**src/rtl/eeprom_wr_pkg.sv**
```systemverilog
package eeprom_wr_pkg;
  typedef enum logic [2:0] {
    ST_IDLE,
    ST_CTRL,
    ST_ADDR,
    ST_DATA,
    ST_SKIP
  } fe_state_e;

  localparam logic [3:0] DEV_CODE = 4'b1010;
endpackage

```
**src/rtl/bus_cond_detect.sv**
```systemverilog
module bus_cond_detect (
  input  logic clk_i,
  input  logic rst_ni,
  input  logic scl_i,
  input  logic sda_i,
  output logic start_o,
  output logic stop_o,
  output logic scl_rise_o,
  output logic scl_fall_o
);
  logic scl_q, sda_q;

  always_ff @(posedge clk_i or negedge rst_ni) begin
    if (!rst_ni) begin
      scl_q <= 1'b1;
      sda_q <= 1'b1;
    end else begin
      scl_q <= scl_i;
      sda_q <= sda_i;
    end
  end

  // data edges while the clock is held high are bus conditions
  assign start_o    = scl_i & scl_q & sda_q & ~sda_i;
  assign stop_o     = scl_i & scl_q & ~sda_q & sda_i;
  assign scl_rise_o = scl_i & ~scl_q;
  assign scl_fall_o = ~scl_i & scl_q;
endmodule

```
**src/rtl/byte_shifter.sv**
```systemverilog
module byte_shifter #(
  parameter int W = 8
) (
  input  logic         clk_i,
  input  logic         rst_ni,
  input  logic         clear_i,
  input  logic         scl_rise_i,
  input  logic         scl_fall_i,
  input  logic         sda_i,
  output logic [W-1:0] byte_o,
  output logic         byte_done_o,
  output logic         ack_end_o
);
  localparam int CW = $clog2(W + 1);

  logic [CW-1:0] cnt_q;
  logic          ack_phase_q;

  assign byte_done_o = scl_fall_i & ~clear_i & ~ack_phase_q & (cnt_q == CW'(W));
  assign ack_end_o   = scl_fall_i & ~clear_i & ack_phase_q;

  always_ff @(posedge clk_i or negedge rst_ni) begin
    if (!rst_ni) begin
      cnt_q       <= '0;
      ack_phase_q <= 1'b0;
      byte_o      <= '0;
    end else if (clear_i) begin
      cnt_q       <= '0;
      ack_phase_q <= 1'b0;
    end else begin
      if (scl_rise_i && cnt_q < CW'(W)) begin
        byte_o <= {byte_o[W-2:0], sda_i};
        cnt_q  <= cnt_q + 1'b1;
      end
      if (byte_done_o) ack_phase_q <= 1'b1;
      if (ack_end_o) begin
        ack_phase_q <= 1'b0;
        cnt_q       <= '0;
      end
    end
  end
endmodule

```
**src/rtl/addr_ptr.sv**
```systemverilog
module addr_ptr #(
  parameter int AW = 8,
  parameter int PB = 3
) (
  input  logic          clk_i,
  input  logic          rst_ni,
  input  logic          load_i,
  input  logic [AW-1:0] load_val_i,
  input  logic          inc_i,
  output logic [AW-1:0] ptr_o
);
  always_ff @(posedge clk_i or negedge rst_ni) begin
    if (!rst_ni)     ptr_o <= '0;
    else if (load_i) ptr_o <= load_val_i;
    else if (inc_i)  ptr_o <= {ptr_o[AW-1:PB], ptr_o[PB-1:0] + 1'b1};  // wrap inside page
  end
endmodule

```
**src/rtl/eeprom_wr_front.sv**
```systemverilog
module eeprom_wr_front
  import eeprom_wr_pkg::*;
#(
  parameter int ADDR_W     = 8,
  parameter int DATA_W     = 8,
  parameter int PAGE_BYTES = 8
) (
  input  logic              clk_i,
  input  logic              rst_ni,
  input  logic              scl_i,
  input  logic              sda_i,
  input  logic              busy_i,
  output logic              sda_oe_o,
  output logic              wr_valid_o,
  output logic [ADDR_W-1:0] wr_addr_o,
  output logic [DATA_W-1:0] wr_data_o,
  output logic              commit_o
);
  localparam int PAGE_BITS = $clog2(PAGE_BYTES);

  logic start, stop, scl_rise, scl_fall;
  logic [DATA_W-1:0] rx_byte;
  logic byte_done, ack_end;
  logic [ADDR_W-1:0] ptr;
  fe_state_e state_q;
  logic got_data_q;
  logic ctrl_ok, accept, load_ptr, take_data;

  bus_cond_detect u_cond (
    .clk_i, .rst_ni, .scl_i, .sda_i,
    .start_o(start), .stop_o(stop), .scl_rise_o(scl_rise), .scl_fall_o(scl_fall)
  );

  byte_shifter #(.W(DATA_W)) u_shift (
    .clk_i, .rst_ni, .clear_i(start | stop),
    .scl_rise_i(scl_rise), .scl_fall_i(scl_fall), .sda_i,
    .byte_o(rx_byte), .byte_done_o(byte_done), .ack_end_o(ack_end)
  );

  assign ctrl_ok   = (rx_byte[DATA_W-1 -: 4] == DEV_CODE) && !rx_byte[0];
  assign accept    = byte_done && !busy_i &&
                     ((state_q == ST_CTRL && ctrl_ok) || state_q == ST_ADDR || state_q == ST_DATA);
  assign load_ptr  = accept && state_q == ST_ADDR;
  assign take_data = accept && state_q == ST_DATA;

  addr_ptr #(.AW(ADDR_W), .PB(PAGE_BITS)) u_ptr (
    .clk_i, .rst_ni, .load_i(load_ptr), .load_val_i(rx_byte[ADDR_W-1:0]),
    .inc_i(take_data), .ptr_o(ptr)
  );

  always_ff @(posedge clk_i or negedge rst_ni) begin
    if (!rst_ni) begin
      state_q    <= ST_IDLE;
      got_data_q <= 1'b0;
      sda_oe_o   <= 1'b0;
      wr_valid_o <= 1'b0;
      wr_addr_o  <= '0;
      wr_data_o  <= '0;
      commit_o   <= 1'b0;
    end else begin
      wr_valid_o <= take_data;
      commit_o   <= stop && state_q == ST_DATA && got_data_q;
      if (take_data) begin
        wr_addr_o <= ptr;
        wr_data_o <= rx_byte;
      end
      if (start || stop || ack_end) sda_oe_o <= 1'b0;
      else if (accept)              sda_oe_o <= 1'b1;

      if (start) begin
        state_q    <= ST_CTRL;
        got_data_q <= 1'b0;
      end else if (stop) begin
        state_q    <= ST_IDLE;
        got_data_q <= 1'b0;
      end else if (byte_done) begin
        case (state_q)
          ST_CTRL: state_q <= accept ? ST_ADDR : ST_SKIP;
          ST_ADDR: state_q <= accept ? ST_DATA : ST_SKIP;
          ST_DATA: begin
            if (accept) got_data_q <= 1'b1;
            else        state_q    <= ST_SKIP;
          end
          default: state_q <= state_q;
        endcase
      end
    end
  end
endmodule

```
**config.mk**
```make
export PLATFORM = sky130hd
export DESIGN_NAME = eeprom_wr_front
export DESIGN_NICKNAME = d
export VERILOG_FILES = /design/src/rtl/eeprom_wr_pkg.sv /design/src/rtl/bus_cond_detect.sv /design/src/rtl/byte_shifter.sv /design/src/rtl/addr_ptr.sv /design/src/rtl/eeprom_wr_front.sv
export SDC_FILE = /design/constraint.sdc
export NUM_CORES = 1
export LEC_CHECK = 0
export ABC_CLOCK_PERIOD_IN_PS = 1560
export BUFFER_PORTS_ARGS = -buffer_cell sky130_fd_sc_hd__buf_2
export CORE_MARGIN = 1.5
export CORE_UTILIZATION = 51
export DETAILED_ROUTE_END_ITERATION = 12
export HOLD_SLACK_MARGIN = 0.08
export PLACE_DENSITY = 0.74
export SYNTH_ARGS = -nofsm -noshare
export SYNTH_HDL_FRONTEND = slang
export SYNTH_SLANG_ARGS = --single-unit
```
**constraint.sdc**
```tcl
create_clock -name clk_i -period 1.56 [get_ports clk_i]
set_input_delay 0.078 -clock clk_i [delete_from_list [all_inputs] [get_ports clk_i]]
set_output_delay 0.078 -clock clk_i [all_outputs]
set_load 0.1 [all_outputs]
```
==> impl_metrics.yaml <==
setup_path:
  crit_type: "flop to flop"
  crit_path_end_kind: "flop"
  crit_chain: "inv_2, ha_4, and4bb_4, nand4_4, buf_12, mux2_4"
  cp_max_fo: 8
  cp_slowest_stage_delay_ns: 0.40
  crit_required_ns: 1.75
  cp_slowest_cell: "dfrtp_1"
  crit_arrival_ns: 1.82
  crit_path_start_kind: "flop"
status:
  run_status: "finished, violations left"
  violations: "negative setup slack"
timing:
  finalHoldViolations: 0
  period_minus_slack_ns: 1.63
  timing.final.max_slew_violations: 0
  slew_headroom_pct: 64.1
  hold_ws_ns: 0.281
  finalSetupViolCount: 15
  tns_ns: -0.754
  fmax_mhz: 614
  min_period_over_period_pct: 104
  tightest_slew_ns: 0.538
  rsz0062_at_grt: "yes"
  setup_ws_ns: -0.0691
  skew_ns: 0.00314
pwr:
  leakagePower_nw: 1.26
  ir_drop_v: 0.000648
  p_per_area_nw_per_um2: 1140
  finalPower_mw: 2.87
yosys:
  yosysUniqueCellTypes: 35
  syn-cell-area_um2: 1950
  synthFlopType: "dfrtp_1"
  yosysWarnings: 0
  ys_seq_area_share_pct: 59.1
  synth_cells: 150
  synth_edf_count: 0
  synth_nets: 158
  synth_area_per_cell_um2: 13.0
  async_flop_share_pct: 100
  synth_seq_cells: 46
placed_design:
  dp_hpwl_mm: 2.50
  finalWeightedCongestion: 0.784
  io_buffers: 23
  dp_cells: 229
floorplan:
  die-area_um2: 4210
  initial_core_util_pct: 53.3
  die_w_um: 64.9
  rows: 22
  die_y_um: 64.9
  num_io_pins: 24
  core_area_um2: 3660
clocking:
  clkSinkCount: 46
  htree_levels: 2
  clockBufferDepth: 2
  cts_tree: "done"
  root_buffer: "clkbuf_8"
  cts_made_buffers: 5
  clkSlewWorstSetupHoldPaths_ns: 0.08
  clock_latency_ns: 0.30
global_route:
  grt_usage_pct: 20.2
  grt_max_degree: 26
  grt_pass1_vias: 1392
  grt_first_pass_wirelength_mm: 6.40
  antenna_found_initial: 0
  overflow: 0
detailed_routing:
  firstDrtPassIters: 4
  num_vias: 1328
  vias_per_cell: 5.29
  drt_drc_violations_left: 0
  antenna_left: 0
  post_drt_wl_per_cell_um: 15.6
  wirelength_mm: 3.92
  first_iter_violations: 25
hold_path:
  hp-class: "input pin to async pin"
finish:
  finalNonFillerCells: 251
  num_antenna_cells: 0
  final_util_pct: 68.5
  n_fill_cell: 259
  final_layout_size_suffix_gt1_share_pct: 45.3
  final_nets: 210
  area_delta_synth_final_pct: 28.4
run:
  max_cap_violations: 0
-- placed cells by master, fill, tap and decap left out, types with 3 or more instances in the layout --
| cell type | n |
|---|---|
| a21oi_1 | 3 |
| dfrtp_1 | 44 |
| dlygate4sd3_1 | 4 |
| mux2_2 | 19 |
| buf_2 | 23 |
| o21ai_0 | 9 |
| mux2_4 | 5 |
| nand2_1 | 13 |
| buf_4 | 16 |
| inv_1 | 5 |
| clkbuf_8 | 6 |
| nor2_1 | 9 |
-- per-layer routing --
layer	up-vias	wire length [µm]	GRT usage (%)	part of all wire (%)
li1	629	-	-	-
met1	670	1680	24.5	43
met2	24	2050	34.1	52
met3	5	141	6.25	3.6
met4	0	51	6.65	1.3
met5	-	0	0	0
-- power by group --
| group | switching, mW | internal, mW | total [mW] |
|---|---|---|---|
| registers | 0.148 | 1.33 | 1.48 |
| logic | 0.292 | 0.351 | 0.643 |
| clock network | 0.391 | 0.356 | 0.747 |
-- layout make-up --
| class | instances | area, µm² | area share (%) |
|---|---|---|---|
| Clock inverter | 2 | 12.5 | 0.499 |
| Sequential cell | 46 | 1150 | 46.0 |
| Tap cell | 48 | 60.1 | 2.40 |
| Inverter | 7 | 26.3 | 1.05 |
| Timing Repair Buffer | 48 | 363 | 14.5 |
| Multi-Input combinational cell | 94 | 810 | 32.3 |
| Clock buffer | 6 | 82.6 | 3.29 |
-- registers in the layout, summed over array words and instances, names as in the netlist --
name,count
commit_o,1
got_data_q,1
sda_oe_o,1
state_q,3
u_cond.scl_q,1
u_cond.sda_q,1
u_ptr.ptr_o,8
u_shift.ack_phase_q,1
u_shift.byte_o,8
u_shift.cnt_q,4
wr_addr_o,8
wr_data_o,8
wr_valid_o,1
-- what timing repair did --
item / 4_1_cts / 5_1_grt
hold buffers: 4 / 0
gates cloned: 0 / 1
endpoints found under the hold margin: 22 / 0
resized for setup: 8 / 10
setup buffers: 8 / 1
pin swaps: 2 / 5
setup endpoints to repair: 20 / 25
-- final timing paths --
| check | startpoint | endpoint | slack, ns | cells after the start |
|---|---|---|---|---|
| min in group clk_i | scl_i | u_cond.scl_q$_DFF_PN1_ | 0.46 | 2 |
| min | rst_ni | wr_addr_o[1]$_DFFE_PN0P_ | 0.28 | 2 |
| max | u_shift.cnt_q[0]$_DFFE_PN0P_ | wr_addr_o[3]$_DFFE_PN0P_ | -0.07 | 6 |
| min reg2reg | wr_data_o[7]$_DFFE_PN0P_ | wr_data_o[7]$_DFFE_PN0P_ | 0.50 | 2 |
| max reg2reg | u_shift.cnt_q[0]$_DFFE_PN0P_ | wr_addr_o[3]$_DFFE_PN0P_ | -0.07 | 6 |
| max in group asynchronous | rst_ni | u_shift.byte_o[6]$_DFFE_PN0P_ | 0.76 | 3 |
-- per-stage QoR --
step | cell area [µm²] | setup slack (ns)
2_1_floorplan | 1950 | -0.0616
3_3_place_gp | 2210 | -0.0224
3_5_place_dp | 2210 | -0.0810
4_1_cts | 2440 | -0.0384
5_1_grt | 2510 | -0.136
6_report | 2510 | -0.0691
-- critical path: cells and delay by family (launching register included) --
family,cells,cell delay (ns)
and+or+nand+nor,2,0.44
buffers and inverters,2,0.27
DFF,1,0.40
muxes,1,0.29
adders and majority gates,1,0.12
-- synthesized netlist by cell type (3+ instances only) --
| library cell | instances | area, µm² |
|---|---|---|
| a21oi_1 | 5 | 25.0 |
| ha_1 | 3 | 37.5 |
| o21ai_0 | 11 | 55.1 |
| inv_1 | 7 | 26.3 |
| nor2_1 | 10 | 37.5 |
| mux2_2 | 19 | 214 |
| dfrtp_1 | 44 | 1100 |
| mux2_4 | 5 | 75.1 |
| nand2_1 | 13 | 48.8 |
-- cell families after synthesis --
| kind of cell | Yosys count | share of synthesized area, % |
|---|---|---|
| flip-flops | 46 | 59.1 |
| AND/OR/NAND/NOR | 40 | 12.9 |
| multiplexers | 26 | 15.8 |
| AO/OA/AOI/OAI | 22 | 6.53 |
| buffers and inverters | 10 | 2.43 |
| XOR/XNOR | 3 | 1.35 |
| adder cells (fa/ha/maj) | 3 | 1.92 |
(Power assumes the default switching activity.)
